`src/rtl/crc_bw_pkg.sv`:
```
package crc_bw_pkg;

  localparam int MAX_W = 64;
  typedef logic [MAX_W-1:0] wide_t;

  function automatic wide_t width_mask(int unsigned w);
    wide_t m;
    m = '0;
    for (int k = 0; k < MAX_W; k++) begin
      if (k < int'(w)) m[k] = 1'b1;
    end
    return m;
  endfunction

  // Remainder of (idx * x^(w)) divided by the polynomial, left-shift form
  function automatic wide_t table_entry(int unsigned w, wide_t poly, logic [7:0] idx);
    wide_t r;
    logic  fb;
    r = wide_t'(idx) << (w - 8);
    for (int k = 0; k < 8; k++) begin
      fb = r[w-1];
      r  = (r << 1) & width_mask(w);
      if (fb) r = r ^ (poly & width_mask(w));
    end
    return r;
  endfunction

  // Byte lanes touched by at least one single-bit weight
  function automatic logic [MAX_W/8-1:0] live_lanes(int unsigned w, wide_t poly);
    wide_t acc;
    logic [MAX_W/8-1:0] ln;
    acc = '0;
    for (int i = 0; i < 8; i++) acc = acc | table_entry(w, poly, 8'(1 << i));
    for (int l = 0; l < MAX_W/8; l++) ln[l] = |acc[l*8 +: 8];
    return ln;
  endfunction

  // Bit mask of the lanes no weight reaches
  function automatic wide_t frozen_bits(int unsigned w, wide_t poly);
    logic [MAX_W/8-1:0] ln;
    wide_t m;
    ln = live_lanes(w, poly);
    m  = '0;
    for (int l = 0; l < MAX_W/8; l++) begin
      if (!ln[l]) m[l*8 +: 8] = 8'hFF;
    end
    return m & width_mask(w);
  endfunction

endpackage

```
`src/rtl/crc_bit_weights.sv`:
```
module crc_bit_weights
  import crc_bw_pkg::*;
#(
  parameter int                CRC_W = 32,
  parameter logic [CRC_W-1:0]  POLY  = 32'h000001ED
) (
  output logic [7:0][CRC_W-1:0] weights_o
);

  for (genvar i = 0; i < 8; i++) begin : g_wt
    localparam wide_t WIDE = table_entry(CRC_W, wide_t'(POLY), 8'(1 << i));
    assign weights_o[i] = WIDE[CRC_W-1:0];
  end

endmodule

```
`src/rtl/crc_entry_xor.sv`:
```
module crc_entry_xor #(
  parameter int               CRC_W = 32,
  parameter int               LANES = CRC_W / 8,
  parameter logic [LANES-1:0] LIVE  = '1
) (
  input  logic [7:0]             index_i,
  input  logic [7:0][CRC_W-1:0]  weights_i,
  output logic [CRC_W-1:0]       entry_o
);

  for (genvar l = 0; l < LANES; l++) begin : g_lane
    if (LIVE[l]) begin : g_live
      logic [7:0] acc;
      always_comb begin
        acc = '0;
        for (int i = 0; i < 8; i++) begin
          if (index_i[i]) acc = acc ^ weights_i[i][l*8 +: 8];
        end
      end
      assign entry_o[l*8 +: 8] = acc;
    end else begin : g_zero
      assign entry_o[l*8 +: 8] = 8'h00;
    end
  end

endmodule

```
`src/rtl/bytewise_crc_engine.sv`:
```
module bytewise_crc_engine
  import crc_bw_pkg::*;
#(
  parameter int               CRC_W    = 32,
  parameter logic [CRC_W-1:0] POLY     = 32'h000001ED,
  parameter logic [CRC_W-1:0] INIT_VAL = '1,
  parameter logic [CRC_W-1:0] XOR_OUT  = '1
) (
  input  logic             clk,
  input  logic             rst,
  input  logic             start,
  input  logic             byte_valid,
  input  logic [7:0]       data_byte,
  output logic [CRC_W-1:0] crc_out
);

  localparam int LANES = CRC_W / 8;
  localparam logic [MAX_W/8-1:0] LIVE_ALL = live_lanes(CRC_W, wide_t'(POLY));
  localparam logic [LANES-1:0]   LIVE     = LIVE_ALL[LANES-1:0];
  localparam logic [CRC_W-1:0]   SEED_OUT = INIT_VAL ^ XOR_OUT;

  logic [7:0][CRC_W-1:0] weights;
  logic [CRC_W-1:0]      out_q;
  logic [CRC_W-1:0]      remainder;
  logic [CRC_W-1:0]      base;
  logic [CRC_W-1:0]      entry;
  logic [CRC_W-1:0]      next_rem;
  logic [7:0]            index;

  crc_bit_weights #(.CRC_W(CRC_W), .POLY(POLY)) u_weights (
    .weights_o (weights)
  );

  // The flop holds the masked value, so crc_out is a register output
  assign remainder = out_q ^ XOR_OUT;
  assign base      = start ? INIT_VAL : remainder;
  assign index     = base[CRC_W-1 -: 8] ^ data_byte;

  crc_entry_xor #(.CRC_W(CRC_W), .LANES(LANES), .LIVE(LIVE)) u_entry (
    .index_i   (index),
    .weights_i (weights),
    .entry_o   (entry)
  );

  assign next_rem = (base << 8) ^ entry;

  always_ff @(posedge clk) begin
    if (rst) begin
      out_q <= SEED_OUT;
    end else if (byte_valid) begin
      out_q <= next_rem ^ XOR_OUT;
    end else if (start) begin
      out_q <= SEED_OUT;
    end
  end

  assign crc_out = out_q;

endmodule

```
`config.mk`:
```
export PLATFORM = sky130hd
export DESIGN_NAME = bytewise_crc_engine
export DESIGN_NICKNAME = d
export VERILOG_FILES = /design/src/rtl/crc_bw_pkg.sv /design/src/rtl/crc_bit_weights.sv /design/src/rtl/crc_entry_xor.sv /design/src/rtl/bytewise_crc_engine.sv
export SDC_FILE = /design/constraint.sdc
export NUM_CORES = 1
export LEC_CHECK = 0
export ABC_CLOCK_PERIOD_IN_PS = 2000
export BUFFER_PORTS_ARGS = -buffer_cell sky130_fd_sc_hd__clkbuf_2
export CORE_AREA = 2 2 74 76
export CTS_CLUSTER_DIAMETER = 200
export CTS_CLUSTER_SIZE = 25
export DETAILED_ROUTE_END_ITERATION = 6
export DIE_AREA = 0 0 76 78
export GPL_TIMING_DRIVEN = 0
export PLACE_DENSITY = 0.59
export SYNTH_ARGS = -nofsm -noshare
export SYNTH_HDL_FRONTEND = slang
export SYNTH_SLANG_ARGS = --single-unit
export TNS_END_PERCENT = 30
```
`constraint.sdc`:
```
create_clock -name clk -period 2 [get_ports clk]
set_input_delay 0.1 -clock clk [delete_from_list [all_inputs] [get_ports clk]]
set_output_delay 0.1 -clock clk [all_outputs]
set_load 0.005 [all_outputs]
```
==> metrics <==
number of flops mapped to enable cells by yosys 0; status finished clean; relative slew slack 59.0%; syn_area_per_cell 9.61 um2; Main synth FF type dfxtp_1; final hold vios 0; Clock Tree Buf Depth 2; FF/Latch Area 641 um2; Final Instance Area 2380 um2; slowest CP cell xnor3_1; syn nets 217; antenna violations before repair 0; drt total wl 5010 um; routability cong. 0.777; Worst setup EP type flop; Starting Density 39.1%; Multi-input gate area between 1000 and 1500 um2; filler instances approximately 520; Num CTS Buffers 5; Worst EP arrival 1.97 ns; synthesized instance count 205; Top-Level Pins 44; Die Wd roughly 76 um; gr busiest metal met2; most common cell after layout, fill and taps aside clkbuf_2; Leak Pwr 1.07 nW; synth warn 0; number of global-route vias before repair roughly 1600; sequential share of the synthesized area 32.5%; Starting DRT DRC Count 68; grt total ovfl 0; WP data required 2.18 ns; total track usage around 18%; Startpoint Class flop; Final nets approximately 270; Detail Route Antenna Nets 0; worst path bufs/invs 1; H-tree levels 2; crit-path max FO 6; Setup Viol. Count Final 0; synth unique cells 38; CTS root buf clkbuf_8; Layout Skew 0.00461 ns; Slew @ Worst Pin 0.615 ns; ratio of cells with drive above 1 in the final layout 25.5%; crit-path leading delay family XOR/XNOR gates; Synth top area share between 30% and 40%; post-DP HPWL around 3600 um; most frequent cells in the layout 42 x clkbuf_2, 35 x nor2_1, 32 x dfxtp_1; setup bufs post-CTS 0; Port Buf Inserts 42; Place WS 0.181 ns; crit share post-route about 90%; die area 5930 um2; Core Region 5040 um2; Hold Crit Class in2reg; clock latency on the worst-skew pair ~0.28 ns; CTS tree built; Max IR drop VDD between 0.0003 and 0.0004 V; pin count of the biggest net entering global routing 11; post-synthesis register bit count 32; Final WS setup 0.207 ns; DRC Markers 0; row cnt 26; Via Count between 1500 and 2000; Routed wire per std cell 15.4 um; Max Fclk around 0.56 GHz; DP Area 2270 um2; Synth area leader dfxtp_1; Mapped Area 1970 um2; grt met1 use between 20 and 25%; crit path cell chain buf_2, xnor3_1, nor2_1, xor2_1, xnor3_1, a22o_1; cts hold-fix bufs 0; Hold Slack 0.176 ns; Via density 4.88; top cells by area, synth dfxtp_1 33%, xnor3_1 10%, xnor2_1 10%; Largest register FFs 32; final slew viol count 0; Resized Gates After CTS 0; TritonRoute pass-1 iters 4; diode count 0; clock sinks 32; cell mode on critical path xnor3_1; Setup TNS 0 ns; Max Cap Viol 0; met3 usage 3.49%; area grow syn2layout 20.6%; RSZ-0062 raised after global routing false; die height 78 um; Final min period 1.79 ns; critical setup path kind reg2reg; max incr delay on CP 0.43 ns; asr flop ratio synth 0%; first-pass GRT wire length 8270 um; clock transition at the registers of the reported paths 0.07 ns; Power Dens Cells 706 nW/um2; met2 Use GR slightly below 30%
worst min-delay path, cell delays in order:
cell and delay [ns]:
clkbuf_2 0.10, inv_1 0.07, a32o_1 0.16
area by class of cell:
class / instances / area share, %
Clock inverter: 2 / 1.47
Tap cell: 70 / 3.69
Inverter: 5 / 0.790
Clock buffer: 6 / 3.05
Sequential cell: 32 / 27.0
Multi-Input combinational cell: 152 / 52.1
Timing Repair Buffer: 42 / 8.85
Buffer: 16 / 3.11
synthesized netlist by cell type, types with 5 or more instances:
library cell,n
clkbuf_1,6
nand2_1,7
xnor2_1,23
buf_2,8
a22o_1,5
xnor3_1,9
inv_1,5
mux2i_1,17
dfxtp_1,32
a21oi_1,5
xor2_1,12
nor2_1,35
through the flow:
| step | instances | total power [mW] | util, % |
|---|---|---|---|
| 3_5_place_dp | 317 | 1.07 | 45.0 |
| 2_1_floorplan | 205 | 0.963 | - |
| 3_3_place_gp | 317 | 1.07 | 45.0 |
| 6_report | 325 | 1.68 | 47.1 |
| 5_1_grt | 325 | 1.76 | 47.1 |
| 4_1_cts | 325 | 1.70 | 47.1 |
worst paths after layout:
kind                             startpoint     endpoint  slack, ns  depth (start not counted)
worst min-delay path                    rst  crc_out[13]       0.18                          3
worst min register to register  crc_out[10]  crc_out[10]       0.51                          1
worst max register to register  crc_out[25]   crc_out[9]       0.21                          6
worst max-delay path            crc_out[25]   crc_out[9]       0.21                          6
metal layers:
layer  up-vias  wire (um)
met4         0         25
met1       762       2410
met2        32       2390
met5         -          0
li1        790          -
met3         2        183
where the power goes:
part	internal (mW)	total, mW	switching, mW
Sequential	0.671	0.699	0.0280
Combinational	0.191	0.360	0.168
Clock	0.370	0.618	0.248
cell families (layout without fill, tap and decap cells):
kind of cell,count (synthesis),in the layout,share of synthesized area (%)
AOI/OAI and AO/OA,30,30,11.0
and+or+nand+nor,57,57,13.1
xor gates and xnor gates,48,48,30.0
DFF,32,32,32.5
buffers and inverters,21,71,4.70
muxes,17,17,8.63
No activity file was read; power rests on OpenSTA's default activity.
